**src/rtl/srx_pkg.sv**
```systemverilog
package srx_pkg;

    typedef enum logic [2:0] {
        S_IDLE,
        S_START,
        S_DATA,
        S_PARITY,
        S_STOP1,
        S_STOP2,
        S_XFER
    } rx_state_t;

    typedef struct packed {
        logic [1:0] len;
        logic       par_en;
        logic       par_odd;
        logic       two_stop;
    } rx_cfg_t;

    // index of the final data bit for a length code
    function automatic logic [3:0] last_bit_index(input logic [1:0] len);
        unique case (len)
            2'd0:    return 4'd6;
            2'd2:    return 4'd8;
            default: return 4'd7;
        endcase
    endfunction

endpackage

```
**src/rtl/srx_sync.sv**
```systemverilog
module srx_sync #(
    parameter int STAGES = 2
) (
    input  logic clk,
    input  logic rst_n,
    input  logic d,
    output logic q
);
    logic [STAGES-1:0] chain_q;

    generate
        for (genvar i = 0; i < STAGES; i++) begin : g_stage
            if (i == 0) begin : g_first
                always_ff @(posedge clk or negedge rst_n) begin
                    if (!rst_n) chain_q[0] <= 1'b1;
                    else        chain_q[0] <= d;
                end
            end else begin : g_next
                always_ff @(posedge clk or negedge rst_n) begin
                    if (!rst_n) chain_q[i] <= 1'b1;
                    else        chain_q[i] <= chain_q[i-1];
                end
            end
        end
    endgenerate

    assign q = chain_q[STAGES-1];
endmodule

```
**src/rtl/srx_frame_fsm.sv**
```systemverilog
module srx_frame_fsm
    import srx_pkg::*;
#(
    parameter int OSR = 16
) (
    input  logic       clk,
    input  logic       rst_n,
    input  logic       tick,
    input  logic       rxd,
    input  logic       rx_en,
    input  logic       abort,
    input  rx_cfg_t    cfg_in,
    output logic       xfer,
    output logic [7:0] x_lo,
    output logic [7:0] x_hi,
    output logic       x_pe,
    output logic       x_fe,
    output rx_cfg_t    cfg_q
);
    localparam int CW = (OSR > 2) ? $clog2(OSR) : 1;
    localparam logic [CW-1:0] MID_CNT  = CW'(OSR / 2 - 1);
    localparam logic [CW-1:0] LAST_CNT = CW'(OSR - 1);

    rx_state_t      st_q, st_d;
    logic [CW-1:0]  cnt_q;
    logic [3:0]     idx_q;
    logic [8:0]     sh_q;
    logic           par_q, fe_q, prev_q;
    logic           samp, start_edge, data_done;

    always_comb begin
        samp       = tick && ((st_q == S_START) ? (cnt_q == MID_CNT) : (cnt_q == LAST_CNT));
        start_edge = tick && rx_en && prev_q && !rxd;
        data_done  = (idx_q == last_bit_index(cfg_q.len));
    end

    // state register
    always_ff @(posedge clk or negedge rst_n) begin
        if (!rst_n) st_q <= S_IDLE;
        else        st_q <= st_d;
    end

    // transitions
    always_comb begin
        st_d = st_q;
        unique case (st_q)
            S_IDLE:   if (start_edge) st_d = S_START;
            S_START:  if (samp) st_d = rxd ? S_IDLE : S_DATA;
            S_DATA:   if (samp && data_done) st_d = cfg_q.par_en ? S_PARITY : S_STOP1;
            S_PARITY: if (samp) st_d = S_STOP1;
            S_STOP1:  if (samp) st_d = cfg_q.two_stop ? S_STOP2 : S_XFER;
            S_STOP2:  if (samp) st_d = S_XFER;
            S_XFER:   st_d = S_IDLE;
            default:  st_d = S_IDLE;
        endcase
        if (abort) st_d = S_IDLE;
    end

    // line history for edge detection
    always_ff @(posedge clk or negedge rst_n) begin
        if (!rst_n)    prev_q <= 1'b1;
        else if (tick) prev_q <= rxd;
    end

    // sample counter, shifter and error accumulators
    always_ff @(posedge clk or negedge rst_n) begin
        if (!rst_n) begin
            cnt_q <= '0;
            idx_q <= '0;
            sh_q  <= '0;
            par_q <= 1'b0;
            fe_q  <= 1'b0;
            cfg_q <= '0;
        end else if (abort) begin
            cnt_q <= '0;
        end else if (st_q == S_IDLE) begin
            cnt_q <= '0;
            if (start_edge) begin
                cfg_q <= cfg_in;
                sh_q  <= '0;
                idx_q <= '0;
                par_q <= 1'b0;
                fe_q  <= 1'b0;
            end
        end else if (tick) begin
            cnt_q <= samp ? '0 : cnt_q + 1'b1;
            if (samp) begin
                unique case (st_q)
                    S_DATA: begin
                        sh_q[idx_q] <= rxd;
                        par_q       <= par_q ^ rxd;
                        idx_q       <= idx_q + 4'd1;
                    end
                    S_PARITY: par_q <= par_q ^ rxd;
                    S_STOP1, S_STOP2: if (!rxd) fe_q <= 1'b1;
                    default: ;
                endcase
            end
        end
    end

    // outputs
    always_comb begin
        xfer = (st_q == S_XFER);
        x_lo = {(cfg_q.len == 2'd0) ? 1'b0 : sh_q[7], sh_q[6:0]};
        x_hi = {7'b0, (cfg_q.len == 2'd2) & sh_q[8]};
        x_pe = cfg_q.par_en & (par_q ^ cfg_q.par_odd);
        x_fe = fe_q;
    end
endmodule

```
**src/rtl/srx_rx_buffer.sv**
```systemverilog
module srx_rx_buffer (
    input  logic       clk,
    input  logic       rst_n,
    input  logic       xfer,
    input  logic [7:0] x_lo,
    input  logic [7:0] x_hi,
    input  logic       x_pe,
    input  logic       x_fe,
    input  logic       rd_data,
    input  logic       rd_status,
    input  logic       init,
    input  logic       en_wr,
    input  logic       en_val,
    output logic [7:0] buf_lo,
    output logic [7:0] buf_hi,
    output logic       buf_full,
    output logic       err_par,
    output logic       err_frm,
    output logic       err_ovr,
    output logic       err_sum,
    output logic       rx_en
);
    logic prior_full, prior_err, keep_par, keep_frm, keep_ovr;

    always_comb begin
        prior_full = buf_full & ~rd_data;
        keep_par   = err_par & ~rd_status;
        keep_frm   = err_frm & ~rd_status;
        keep_ovr   = err_ovr & ~rd_status;
        prior_err  = keep_par | keep_frm | keep_ovr;
        err_sum    = err_par | err_frm | err_ovr;
    end

    always_ff @(posedge clk or negedge rst_n) begin
        if (!rst_n) begin
            buf_lo   <= '0;
            buf_hi   <= '0;
            buf_full <= 1'b0;
            err_par  <= 1'b0;
            err_frm  <= 1'b0;
            err_ovr  <= 1'b0;
            rx_en    <= 1'b0;
        end else if (init) begin
            buf_full <= 1'b0;
            err_par  <= 1'b0;
            err_frm  <= 1'b0;
            err_ovr  <= 1'b0;
            rx_en    <= 1'b0;
        end else begin
            if (en_wr) rx_en <= en_val;
            if (xfer) begin
                buf_lo   <= x_lo;
                buf_hi   <= x_hi;
                buf_full <= 1'b1;
                err_par  <= keep_par | x_pe;
                err_frm  <= keep_frm | x_fe;
                err_ovr  <= keep_ovr | prior_full | prior_err;
            end else begin
                if (rd_data) buf_full <= 1'b0;
                if (rd_status) begin
                    err_par <= 1'b0;
                    err_frm <= 1'b0;
                    err_ovr <= 1'b0;
                end
            end
        end
    end
endmodule

```
**src/rtl/srx_receiver.sv**
```systemverilog
module srx_receiver
    import srx_pkg::*;
#(
    parameter int OSR         = 16,
    parameter int SYNC_STAGES = 2
) (
    input  logic       clk,
    input  logic       rst_n,
    input  logic       os_tick,
    input  logic       rxd,
    input  logic [1:0] char_len,
    input  logic       par_en,
    input  logic       par_odd,
    input  logic       two_stop,
    input  logic       en_wr,
    input  logic       en_val,
    input  logic       init_pulse,
    input  logic       rd_data,
    input  logic       rd_status,
    output logic [7:0] buf_lo,
    output logic [7:0] buf_hi,
    output logic       buf_full,
    output logic       err_par,
    output logic       err_frm,
    output logic       err_ovr,
    output logic       err_sum,
    output logic       rx_enabled
);
    logic       rxd_s;
    rx_cfg_t    cfg_live, frm_cfg;
    logic       xfer, x_pe, x_fe;
    logic [7:0] x_lo, x_hi;

    always_comb begin
        cfg_live.len      = char_len;
        cfg_live.par_en   = par_en;
        cfg_live.par_odd  = par_odd;
        cfg_live.two_stop = two_stop;
    end

    srx_sync #(.STAGES(SYNC_STAGES)) u_sync (
        .clk(clk), .rst_n(rst_n), .d(rxd), .q(rxd_s)
    );

    srx_frame_fsm #(.OSR(OSR)) u_fsm (
        .clk(clk), .rst_n(rst_n), .tick(os_tick), .rxd(rxd_s),
        .rx_en(rx_enabled), .abort(init_pulse), .cfg_in(cfg_live),
        .xfer(xfer), .x_lo(x_lo), .x_hi(x_hi), .x_pe(x_pe), .x_fe(x_fe),
        .cfg_q(frm_cfg)
    );

    srx_rx_buffer u_buf (
        .clk(clk), .rst_n(rst_n), .xfer(xfer), .x_lo(x_lo), .x_hi(x_hi),
        .x_pe(x_pe), .x_fe(x_fe), .rd_data(rd_data), .rd_status(rd_status),
        .init(init_pulse), .en_wr(en_wr), .en_val(en_val),
        .buf_lo(buf_lo), .buf_hi(buf_hi), .buf_full(buf_full),
        .err_par(err_par), .err_frm(err_frm), .err_ovr(err_ovr),
        .err_sum(err_sum), .rx_en(rx_enabled)
    );
endmodule

```
**config.mk**
```make
export PLATFORM = sky130hd
export DESIGN_NAME = srx_receiver
export DESIGN_NICKNAME = d
export VERILOG_FILES = /design/src/rtl/srx_pkg.sv /design/src/rtl/srx_sync.sv /design/src/rtl/srx_frame_fsm.sv /design/src/rtl/srx_rx_buffer.sv /design/src/rtl/srx_receiver.sv
export SDC_FILE = /design/constraint.sdc
export NUM_CORES = 1
export LEC_CHECK = 0
export BUFFER_PORTS_ARGS = -buffer_cell sky130_fd_sc_hd__buf_2
export CAP_MARGIN = 5
export CORE_MARGIN = 5
export CORE_UTILIZATION = 52
export DETAILED_ROUTE_END_ITERATION = 10
export GPL_ROUTABILITY_DRIVEN = 0
export PLACE_DENSITY = 0.76
export SYNTH_ARGS = -nofsm -noshare
export SYNTH_HDL_FRONTEND = slang
export SYNTH_HIERARCHICAL = 1
export SYNTH_SLANG_ARGS = --single-unit
```
**constraint.sdc**
```tcl
create_clock -name clk -period 2.1 [get_ports clk]
set_clock_uncertainty 0.2 [all_clocks]
set_input_delay 0.105 -clock clk [delete_from_list [all_inputs] [get_ports clk]]
set_output_delay 0.105 -clock clk [all_outputs]
set_load 0.01 [all_outputs]
```
# [Yosys cells after proc, flatten, opt, wreduce, memory -nomap -nowiden]
# Cells that the tools add are included.
[word_totals] reg_bits=44 input_bits=14 output_inout_bits=22 elab_cells=140
[classes] addsub=2 magnitude_cmp=2 eq_ne=18 n_mux=53 n_bitwise=19 n_reduce_logical=26
[ops] operator="9-bit two-way mux" n=5
[ops] operator="4-bit two-way mux" n=9
[ops] operator="1-bit two-way mux" n=25
[ops] operator="3-bit two-way mux" n=8
[ops] operator="3-bit by 2-bit inequality test with 1-bit output, second input constant" n=6
[ops] operator="3-bit one-hot mux with 6 select lines" n=1
[ops] operator="6-bit AND reduction" n=2
[ops] operator="2-bit nonzero test" n=6
[ops] operator="5-bit AND reduction" n=2
[ops] operator="9-bit bitwise mux" n=1
[ops] operator="3-bit equality test, second input constant" n=3
[ops] operator="3-bit nonzero test" n=3
[ops] operator="4-bit by 1-bit adder with 4-bit output, second input constant" n=2
[ops] operator="1-bit OR" n=8
[ops] operator="4-bit one-hot mux with 2 select lines" n=1
[ops] operator="1-bit AND" n=6
[ops] operator="3-bit by 2-bit equality test with 1-bit output, second input constant" n=2
[ops] operator="1-bit logical AND" n=6
[ops] operator="4-bit by 5-bit < comparator with 1-bit output, second input constant" n=1
[ops] operator="1-bit demux with 4-bit select" n=1
[ops] operator="4-bit by 3-bit equality test with 1-bit output, second input constant" n=1
[ops] operator="4-bit equality test" n=1
[ops] operator="4-bit equality test, second input constant" n=1
[ops] operator="4-bit by 1-bit greater-or-equal comparator with 1-bit output, second input constant" n=1
[ops] operator="other kinds (12)" n=18

# [Logic depth before layout (Yosys ltp)]
# Gate-level depths: netlist of run 1.
[logic_depth] depth_word=9 depth_mapped=8

# [Cells and area by module]
# The synthesis of run 1 kept the hierarchy.
[by_module_without_submodules] mod="srx_frame_fsm" instances=1 cells_per_inst=182 area_per_inst_um2=1750.4 seq_area_each_um2=701.9
[by_module_without_submodules] mod="srx_rx_buffer" instances=1 cells_per_inst=54 area_per_inst_um2=833.3 seq_area_each_um2=525.5
[by_module_without_submodules] mod="srx_sync" instances=1 cells_per_inst=2 area_per_inst_um2=52.6 seq_area_each_um2=52.6

# [Least setup slack after synthesis of run 1]
# No wires, ideal clock.
[synth_path] path_type="reg-to-reg" startpoint="register u_fsm.st_q[1]" endpoint="register u_buf.buf_hi[0]" arrival_ps=1884 slack_ps=-108 path_stages_with_launch=9 synth_period_minus_slack_ps=2208 cell_sequence="dfrtp_1 > clkbuf_1 > clkbuf_1 > nand2_1 > nor2_1 > nor2b_2 > buf_6 > buf_8 > mux2_2"
[synth_between] elab_chain_len=2
[synth_rtl] item="start: declaration" line_no="srx_frame_fsm.sv:24" source="rx_state_t st_q, st_d;"
[synth_rtl] item="start signal: assignment" line_no="srx_frame_fsm.sv:40" source="else st_q <= st_d;"
[synth_rtl] item="3-bit equality test" line_no="srx_frame_fsm.sv:104" source="xfer = (st_q == S_XFER);"
[synth_rtl] item="net xfer" line_no="srx_receiver.sv:31" source="logic xfer, x_pe, x_fe;"
[synth_rtl] item="2-bit AND reduction (no line)"
[synth_rtl] item="end signal: assignment" line_no="srx_rx_buffer.sv:53" source="buf_hi <= x_hi;"
[synth_rtl] item="end: declaration" line_no="srx_rx_buffer.sv:15" source="output logic [7:0] buf_hi,"
# The timed path passes the listed nets, and every way through them passes these cells.
# A chain may end at the register's enable or synchronous reset.

# [Worst setup path after layout of run 1]
[layout_path] startpoint="input en_val" endpoint="register u_buf.rx_en"
[layout_between] elab_chain_len=2
[layout_rtl] item="start: declaration" line_no="srx_receiver.sv:16" source="input logic en_val,"
[layout_rtl] item="1-bit two-way mux" line_no="srx_rx_buffer.sv:50" source="if (en_wr) rx_en <= en_val;"
[layout_rtl] item="1-bit two-way mux" line_no="srx_rx_buffer.sv:43" source="end else if (init) begin"
[layout_rtl] item="end signal: assignment" line_no="srx_rx_buffer.sv:50"
[layout_rtl] item="end: declaration" line_no="srx_rx_buffer.sv:21" source="output logic rx_en"
# No other way between the ends. The select of a mux whose other input is x is not followed.

==> run_results.csv, run 1 <==
group,metric,value,unit
setup_path,crit_type,"in2reg",
final_layout,regArea,0.001280,mm^2
floorplanning,num_io_pins,36,
timing,tightest_slew,0.6130,ns
setup_path,path_common_cell,"dlygate4sd3_1",
timing,relSlewSlack,0.5913,
floorplanning,start_util,0.5262,
yosys,syn_avg_cell_area,11.08,um^2
yosys,synth_edf_count,0,
place,pre_cts_ws,0.09727,ns
clock_network,worst_skew_pair.late_latency,0.30,ns
setup_path,critPathCaptureType,"flip-flop",
setup_path,crit_required,2.09,ns
routing,via_count,1915,
setup_path,critical_path.slowest_cell,"dlygate4sd3_1",
routing,ant_nets,0,
clock_network,cts_buffer_depth,2,
global_route,grt_max_degree,27,
clock_network,cts_root_buf,"clkbuf_8",
yosys,synth-seq-area-share,0.4855,
floorplanning,die-area,0.006593,mm^2
global_route,grtUsageTotal,0.1712,
global_route,grt_pass1_vias,1808,
routing,wl_per_cell,14.18,um
flow_run,drv_cap,0,
setup_path,cp.arrival,2.03,ns
final_layout,nFillCells,416,
final_layout,antenna_cells,0,
clock_network,path_clk_slew,0.09,ns
yosys,syn_area,0.002636,mm^2
yosys,synth_cells,238,
yosys,async_flop_share,1.000,
timing,final-hold-violation-count,0,
timing,setup_viol,0,
routing,drt_iter0_drc,126,
place,place_hpwl,3754,um
final_layout,multi_input_area,0.001201,mm^2
floorplanning,core-area,0.005010,mm^2
clock_network,cts_max_level,2,
global_route,grt_remaining_overflow,0,
timing,fin_ws,0.06077,ns
clock_network,cts_tree,"yes",
timing,period_needed,2.039,ns
pwr,ir_worst_vdd,0.3237,mV
yosys,synth_seq_cells,51,
yosys,yosysWarnings,6,
final_layout,drive_above_1_share,0.3103,
floorplanning,die_x,81.20,um
pwr,power.density,632.9,mW/mm^2
hold_path,hp-class,"in2reg",
timing,period_share,0.9711,
timing,drv_slew,0,
pwr,total_power,1.984,mW
timing,rsz0062_at_grt,"no",
setup_path,path_cells,"dlygate4sd3_1 -> buf_2 -> mux2i_1 -> dlygate4sd3_1 -> nor2_1 -> dlygate4sd3_1",
place,portBuffers,35,
yosys,synth_flop_cell,"dfrtp_1",
outcome,outcome,"complete, no violations",
floorplanning,die_h,81.20,um
setup_path,critical_path.top_delay_family,"buffers and inverters",
setup_path,critPathLaunchType,"primary input",
yosys,synth_cell_type_count,54,
floorplanning,rows,26,
global_route,antenna_found_initial,0,
setup_path,path_buf_inv,4,
clock_network,cts_buffers,5,
routing,dr.pass1.iters,4,
routing,drt_wl_total,5105,um
clock_network,clock-sinks,51,
routing,routed_via_density,5.319,
timing,fmax,490.4,MHz
routing,drc,0,
global_route,grt_pass1_wl,8597,um
pwr,p_leak,1.589,nW
final_layout,areaGrowthSynthToFinish,18.89,%
setup_path,critPathMaxFanout,1,
final_layout,finalNetCount,308,
setup_path,cp_slowest_stage_delay,0.57,ns
timing,setup_tns,0,ns
[registers in the layout, summed over array words and instances, names as in the netlist]
| signal | flops |
|---|---|
| u_fsm/sh_q | 9 |
| u_buf/buf_hi | 8 |
| u_buf/buf_lo | 8 |
| u_fsm/cfg_q | 5 |
| u_fsm/cnt_q | 4 |
| u_fsm/idx_q | 4 |
| u_fsm/st_q | 3 |
| u_buf/buf_full | 1 |
| u_buf/err_frm | 1 |
| u_buf/err_ovr | 1 |
| u_buf/err_par | 1 |
| u_buf/rx_en | 1 |
| u_fsm/par_q | 1 |
| u_fsm/prev_q | 1 |
| u_fsm/x_fe | 1 |
| u_sync/chain_q | 1 |
| u_sync/q | 1 |
[cells in the final DEF (no fill, tap or decap), drive strengths merged, types with 7 or more instances in the layout]
cell and n:
nor2 14, nor2b 7, dfrtp 48, nor3 7, nand2 14, a21oi 9, conb 7, a21o 7
buf 47, mux2 23, o21ai 9, dlygate4sd3 14
[where the power goes]
group          total (mW)  internal [mW]  switching (mW)
logic               0.246          0.115           0.131
clock network       0.677          0.355           0.322
registers            1.06           1.02          0.0422
total                1.98           1.49           0.494
[per-layer routing]
layer | up-vias | wire (um) | track usage | part of all wire
li1 | 941 | - | - | -
met1 | 921 | 2237 | 0.2152 | 0.44
met2 | 42 | 2557 | 0.2816 | 0.50
met3 | 11 | 203 | 0.03769 | 0.040
met4 | 0 | 106 | 0.07770 | 0.021
met5 | - | 0 | 0 | 0
[worst min-delay path: cells and delay by family]
| family | cells | cell delay, ns |
|---|---|---|
| compound gates | 1 | 0.07 |
| buf+inv | 2 | 0.30 |
[cell type report]
class	count	share of cell area
well taps	70	0.02794
inverters	6	0.007186
flip-flops and latches	51	0.4084
clock inverters	3	0.01397
clock buffers	5	0.02196
repair buffers	61	0.1373
multi-input cells	164	0.3832
[through the flow]
stage	hold slack, ns	instances	cell area [um^2]	util
6_report	0.01096	360	3134	0.6256
5_1_grt	0.01411	360	3134	0.6256
4_1_cts	0.005067	360	3119	0.6226
3_5_place_dp	-0.05895	338	2867	0.5722
3_3_place_gp	-0.06067	338	2867	0.5722
2_1_floorplan	-0.3906	244	2661	-
[repair_timing]
action | CTS | global route
setup endpoints to repair | 0 | 3
hold buffers | 14 | 0
resized for setup | 0 | 2
buffers inserted | 0 | 0
hold endpoints to repair | 37 | 0
[Yosys cell counts (all sizes together) (3+ instances only)]
cell type	instances	area (um^2)
and3	6	37.54
a221o	5	50.05
nand2	14	52.55
nor3	7	56.31
a21o	7	52.55
buf	19	155.1
nor4	3	25.02
dfrtp	48	1201
dfstp	3	78.83
or3	4	30.03
o21ai	9	45.04
nor2	14	55.06
mux2	23	259.0
clkbuf	4	15.01
a31oi	3	18.77
inv	6	22.52
a22o	4	35.03
ha	5	62.56
nor2b	7	46.30
mux2i	4	40.04
nand3	3	15.01
nand2b	5	31.28
a21oi	9	45.04
[final timing paths]
check | from | endpoint | slack (ns) | cells past startpoint
worst max register to register | u_buf/rx_en$_DFFE_PN0P_ | u_buf/rx_en$_DFFE_PN0P_ | 0.09 | 4
worst min register to register | u_sync/chain_q[0]$_DFF_PN1_ | u_sync/q$_DFF_PN1_ | 0.16 | 0
worst min-delay path | init_pulse | u_buf/err_par$_DFFE_PN0P_ | 0.01 | 3
max in group asynchronous | rst_n | u_fsm/prev_q$_DFFE_PN1P_ | 0.91 | 3
worst max-delay path | en_val | u_buf/rx_en$_DFFE_PN0P_ | 0.06 | 6
min in group asynchronous | rst_n | u_buf/buf_hi[5]$_DFFE_PN0P_ | 0.16 | 2
[kinds of logic after synthesis]
kind of cell	count (synthesis)	synth area share
muxes	27	0.1134
other	1	0.001422
adders and majority gates	5	0.02373
xor gates and xnor gates	2	0.006646
AOI/OAI and AO/OA	49	0.1319
DFF	51	0.4855
and+or+nand+nor	74	0.1642
buffers and inverters	29	0.07308
(Power assumes the default switching activity.)
==> run 2: changes to the inputs <==
--- a/config.mk
+++ b/config.mk
@@ -7,11 +7,12 @@
 export LEC_CHECK = 0
 export BUFFER_PORTS_ARGS = -buffer_cell sky130_fd_sc_hd__buf_2
 export CAP_MARGIN = 5
-export CORE_MARGIN = 5
+export CORE_MARGIN = 4
 export CORE_UTILIZATION = 52
 export DETAILED_ROUTE_END_ITERATION = 10
 export GPL_ROUTABILITY_DRIVEN = 0
 export PLACE_DENSITY = 0.76
+export SETUP_SLACK_MARGIN = 0.3
 export SYNTH_ARGS = -nofsm -noshare
 export SYNTH_HDL_FRONTEND = slang
 export SYNTH_HIERARCHICAL = 1
==> run 2 against run 1 <==
  * Clock power decreased by 1%
  * Global-route usage increased by 1.0 points
  * Count of clock-buffer cells in the layout unchanged
  * Utilization increased by 6.1 points
  * Wire length increased by 4.5%
  * Worst setup slack improved by 0.16 ns
  * Sequential power about the same
  * Sequential cell count unchanged
  * First-iteration DRC count decreased by 10%
  * Maximum frequency increased by 8.6%
==> run_results.csv, run 2 (synthesis gave the netlist of run 1 again) <==
group,metric,value,unit
outcome,outcome,"complete, no violations",
routing,drt-met1-wl,2396,um
clock_network,path_clk_slew,0.09,ns
routing,drc,0,
final_layout,fin_util,0.6870,
global_route,grt_pass1_wl,9045,um
setup_path,critPathMaxFanout,5,
floorplanning,num_io_pins,36,
setup_path,critPathCaptureType,"flip-flop",
setup_path,critical_path.slowest_cell,"or3_4",
place,dpl.cell_count,333,
routing,routed_via_density,5.417,
clock_network,clock-sinks,51,
clock_network,cts_tree,"yes",
timing,fin_ws,0.2227,ns
timing,rsz0062_at_grt,"yes",
final_layout,top_register,"u_fsm/sh_q",
final_layout,areaGrowthSynthToFinish,25.53,%
timing,period_needed,1.877,ns
routing,route.met3.wl,267,um
timing,final-hold-violation-count,0,
global_route,grt_remaining_overflow,0,
global_route,grt_pass1_vias,1862,
routing,dr.pass1.iters,4,
final_layout,antenna_cells,0,
clock_network,cts_max_level,2,
setup_path,cp_slowest_stage_delay,0.44,ns
place,place_hpwl,3456,um
global_route,antenna_found_initial,0,
place,pre_cts_ws,0.1127,ns
clock_network,worst_skew_pair.late_latency,0.30,ns
final_layout,layout_common_cells,"dfrtp_1, buf_2, mux2_2, dlygate4sd3_1, buf_4",
routing,ant_nets,0,
floorplanning,die_h,79.20,um
routing,met2WireLength,2583,um
pwr,p_leak,1.653,nW
timing,setup_tns,0,ns
final_layout,final_cells,367,
setup_path,crit_type,"reg2reg",
final_layout,nFillCells,356,
floorplanning,core-area,0.004817,mm^2
place,portBuffers,35,
global_route,grtUsageTotal,0.1814,
final_layout,finalNetCount,319,
routing,drt_iter0_drc,113,
final_layout,largest_reg_flops,9,
pwr,ir_worst_vdd,0.3557,mV
pwr,power.density,603.9,mW/mm^2
clock_network,cts_buffers,5,
timing,setup_viol,0,
floorplanning,die_x,79.20,um
clock_network,cts_buffer_depth,2,
setup_path,crit_required,2.10,ns
routing,top_layer,"met4",
flow_run,drv_cap,0,
timing,drv_slew,0,
final_layout,drive_above_1_share,0.3567,
floorplanning,rows,25,
hold_path,hp-class,"in2reg",
final_layout,top_regs,"u_fsm/sh_q: 9 flops, u_buf/buf_hi: 8 flops, u_buf/buf_lo: 8 flops",
routing,via_count,1988,
setup_path,path_cells,"or3_4 -> nor3_4 -> buf_4 -> mux2_2",
setup_path,critPathLaunchType,"flip-flop",
global_route,grt_max_degree,52,
routing,drt_wl_total,5334,um
final_layout,final_common_cell,"dfrtp_1",
timing,fmax,532.7,MHz
timing,period_share,0.8939,
routing,wl_per_cell,14.53,um
setup_path,cp.arrival,1.88,ns
floorplanning,die-area,0.006273,mm^2
floorplanning,start_util,0.5473,
clock_network,cts_root_buf,"clkbuf_8",
## run 2: changes by cell type in the layout (fill, tap and decap cells not counted), sizes merged
cell | before | now
clkinvlp | 0 | 1
dlygate4sd3 | 14 | 17
buf | 47 | 55
clkinv | 2 | 0
## run 2: cell type report
cell class                      count  area, um^2  share of cell area
Inverter                            6       22.52            0.006805
Timing Repair Buffer               72       528.0              0.1595
Clock buffer                        5       68.82             0.02079
Sequential cell                    51        1281              0.3871
Tap cell                           67       83.83             0.02533
Clock inverter                      2       37.54             0.01134
Multi-Input combinational cell    164        1287              0.3890
## run 2: path summary, 6_finish.rpt
path	cells after the start	slack [ns]	start	to
setup / recovery	4	0.22	u_fsm/st_q[0]$_DFFE_PN0P_	u_fsm/cfg_q[1]$_DFFE_PN0P_
hold / removal	4	0.06	os_tick	u_fsm/cnt_q[3]$_DFFE_PN0P_
setup reg to reg	4	0.22	u_fsm/st_q[0]$_DFFE_PN0P_	u_fsm/cfg_q[1]$_DFFE_PN0P_
hold reg to reg	0	0.16	u_sync/chain_q[0]$_DFF_PN1_	u_sync/q$_DFF_PN1_
max in group asynchronous	3	1.31	rst_n	u_fsm/prev_q$_DFFE_PN1P_
min in group asynchronous	3	0.12	rst_n	u_fsm/sh_q[3]$_DFFE_PN0P_
## run 2: critical path: cells and delay by family (launching register included)
kind | cells | cell delay (ns)
mux | 1 | 0.33
flops | 1 | 0.40
buf+inv | 1 | 0.19
simple gates | 2 | 0.66
## run 2: repair_timing
| action | in CTS | in global routing |
|---|---|---|
| endpoints found under the hold margin | 62 | 0 |
| gates cloned | 0 | 0 |
| pin swaps | 4 | 8 |
| setup buffers | 6 | 4 |
| resized for setup | 12 | 8 |
| setup endpoints to repair | 34 | 37 |
| hold buffers | 17 | 0 |
## run 2: through the flow
step	area [um^2]	power (mW)	hold WS, ns
2_1_floorplan	2723	1.237	-0.3906
3_3_place_gp	2865	1.297	-0.08742
3_5_place_dp	2865	1.300	-0.08673
4_1_cts	3239	2.003	0.03316
5_1_grt	3309	2.094	0.09215
6_report	3309	1.998	0.05711
## run 2: per-layer routing
metal / GRT usage / up-vias
met1: 0.2504 / 953
li1: - / 963
met3: 0.03628 / 9
met4: 0.06357 / 0
met2: 0.2845 / 63
met5: 0 / -
## run 2: power by group
part	total, mW	internal [mW]	switching (mW)
Clock	0.669	0.348	0.321
Combinational	0.265	0.127	0.138
Sequential	1.06	1.02	0.0448
Total	2.00	1.50	0.503
==> run 3: changes to the inputs <==
--- a/config.mk
+++ b/config.mk
@@ -8,10 +8,10 @@
 export BUFFER_PORTS_ARGS = -buffer_cell sky130_fd_sc_hd__buf_2
 export CAP_MARGIN = 5
 export CORE_MARGIN = 4
-export CORE_UTILIZATION = 52
+export CORE_UTILIZATION = 35
 export DETAILED_ROUTE_END_ITERATION = 10
 export GPL_ROUTABILITY_DRIVEN = 0
-export PLACE_DENSITY = 0.76
+export PLACE_DENSITY = 0.55
 export SETUP_SLACK_MARGIN = 0.3
 export SYNTH_ARGS = -nofsm -noshare
 export SYNTH_HDL_FRONTEND = slang
==> run 3 against run 2 <==
  * Utilization fell by 21 points
  * Clock power rose by 20%
  * Highest routed layer unchanged
  * Wire length rose by 9.6%
==> run_results.csv, run 3 (synthesis gave the netlist of run 1 again) <==
group,metric,value,unit
routing,via_count,2026,
timing,fmax,516.3,MHz
global_route,antenna_found_initial,0,
timing,final-hold-violation-count,0,
outcome,outcome,"complete, no violations",
final_layout,top_regs,"u_fsm/sh_q: 9 flops, u_buf/buf_hi: 8 flops, u_buf/buf_lo: 8 flops",
hold_path,hp-class,"in2reg",
setup_path,path_cells,"or3_4 -> nor3_4 -> buf_12 -> buf_6 -> mux2_4",
flow_run,drv_cap,0,
floorplanning,rows,31,
global_route,grt_remaining_overflow,0,
global_route,grt_pass1_vias,1890,
timing,setup_viol,0,
setup_path,cp.arrival,1.93,ns
pwr,ir_worst_vdd,0.2869,mV
final_layout,top_register,"u_fsm/sh_q",
final_layout,final_cells,405,
clock_network,cts_buffers,5,
setup_path,crit_type,"reg2reg",
routing,drt_wl_total,5844,um
clock_network,cts_tree,"yes",
routing,routed_via_density,5.002,
setup_path,critPathCaptureType,"flip-flop",
final_layout,finalNetCount,324,
clock_network,cts_buffer_depth,2,
floorplanning,core-area,0.007292,mm^2
pwr,power.density,616.5,mW/mm^2
timing,drv_slew,0,
pwr,total_power,2.151,mW
clock_network,clock-sinks,51,
final_layout,areaGrowthSynthToFinish,32.32,%
floorplanning,die_x,94.79,um
floorplanning,num_io_pins,36,
place,place_hpwl,3922,um
final_layout,nFillCells,685,
final_layout,antenna_cells,0,
floorplanning,start_util,0.3615,
global_route,grt_pass1_wl,8997,um
global_route,grt_max_degree,20,
timing,period_needed,1.937,ns
hold_path,hp-start,"init_pulse",
routing,drt_iter0_drc,138,
timing,setup_tns,0,ns
floorplanning,die_h,94.79,um
final_layout,largest_reg_flops,9,
clock_network,cts_max_level,2,
final_layout,layout_common_cells,"dfrtp_1, buf_2, buf_4, mux2_2, nand2_1",
timing,period_share,0.9223,
routing,ant_nets,0,
floorplanning,die-area,0.008985,mm^2
final_layout,final_common_cell,"dfrtp_1",
setup_path,startpoint,"u_fsm/st_q[0]$_DFFE_PN0P_",
setup_path,crit_required,2.10,ns
place,dpl_cell_area,0.002915,mm^2
routing,wl_per_cell,14.43,um
pwr,p_leak,1.696,nW
setup_path,critical_path.slowest_cell,"or3_4",
global_route,grtUsageTotal,0.1273,
routing,dr.pass1.iters,4,
place,portBuffers,35,
clock_network,worst_skew_pair.late_latency,0.30,ns
place,dpl.cell_count,368,
clock_network,path_clk_slew,0.09,ns
final_layout,design_area,0.003488,mm^2
timing,rsz0062_at_grt,"yes",
setup_path,critPathLaunchType,"flip-flop",
setup_path,cp_slowest_stage_delay,0.42,ns
final_layout,drive_above_1_share,0.4118,
routing,drc,0,
setup_path,r2r-start,"u_fsm/st_q[0]$_DFFE_PN0P_",
clock_network,cts_root_buf,"clkbuf_8",
setup_path,critPathMaxFanout,8,
run 3: cell types whose count changed in the layout (fill, tap and decap cells not counted), sizes merged:
cell	change
nor2	+1
clkinvlp	-1
buf	+9
dlygate4sd3	-5
bufinv	+1
clkbuf	+1
run 3: final timing paths:
path,slack (ns),end,cells past startpoint
worst max register to register,0.16,u_fsm/cfg_q[1]$_DFFE_PN0P_,5
min in group asynchronous,0.07,u_fsm/sh_q[3]$_DFFE_PN0P_,2
worst min register to register,0.16,u_sync/q$_DFF_PN1_,0
max in group asynchronous,0.98,u_sync/chain_q[0]$_DFF_PN1_,3
worst min-delay path,0.01,u_buf/err_par$_DFFE_PN0P_,3
worst max-delay path,0.16,u_fsm/cfg_q[1]$_DFFE_PN0P_,5
run 3: worst max-delay path, delay by kind of cell (launching register included):
kind,cells,cell delay [ns]
simple gates,2,0.65
flops,1,0.39
buf+inv,2,0.30
mux,1,0.30
run 3: what timing repair did:
| item | CTS | global route |
|---|---|---|
| hold buffers | 12 | 0 |
| endpoints found under the setup margin | 35 | 36 |
| buffers inserted | 5 | 11 |
| gates resized for setup | 12 | 30 |
| hold endpoints to repair | 60 | 0 |
| cloned | 0 | 1 |
| pin swaps | 7 | 15 |
run 3: per-layer routing:
metal | track usage | up-vias | routed length, um
li1 | - | 974 | -
met4 | 0.04928 | 0 | 95
met2 | 0.2038 | 54 | 2910
met3 | 0.03028 | 6 | 237
met1 | 0.1663 | 992 | 2601
met5 | 0 | - | 0
run 3: power by group:
group,switching (mW),internal (mW)
Clock,0.325,0.476
Combinational,0.149,0.135
Sequential,0.0457,1.02
Total,0.519,1.63
run 3: final cells by class:
class	instances	area (um^2)	share of cell area
multi-input combinational	165	1350	0.3870
sequential	51	1282	0.3676
timing repair buffer	76	576.8	0.1654
tap	99	123.9	0.03551
clock buffer	6	72.57	0.02080
clock inverter	2	60.06	0.01722
inverter	6	22.52	0.006456
run 3: through the flow:
step | worst slack (ns) | hold WS [ns] | util
finish | 0.1632 | 0.01139 | 0.4784
global route | 0.1262 | 0.01945 | 0.4784
CTS | 0.2428 | 0.002124 | 0.4475
detailed placement | 0.1358 | -0.1269 | 0.3998
global placement | 0.1625 | -0.1314 | 0.3998
floorplan | 0.2592 | -0.3906 | -
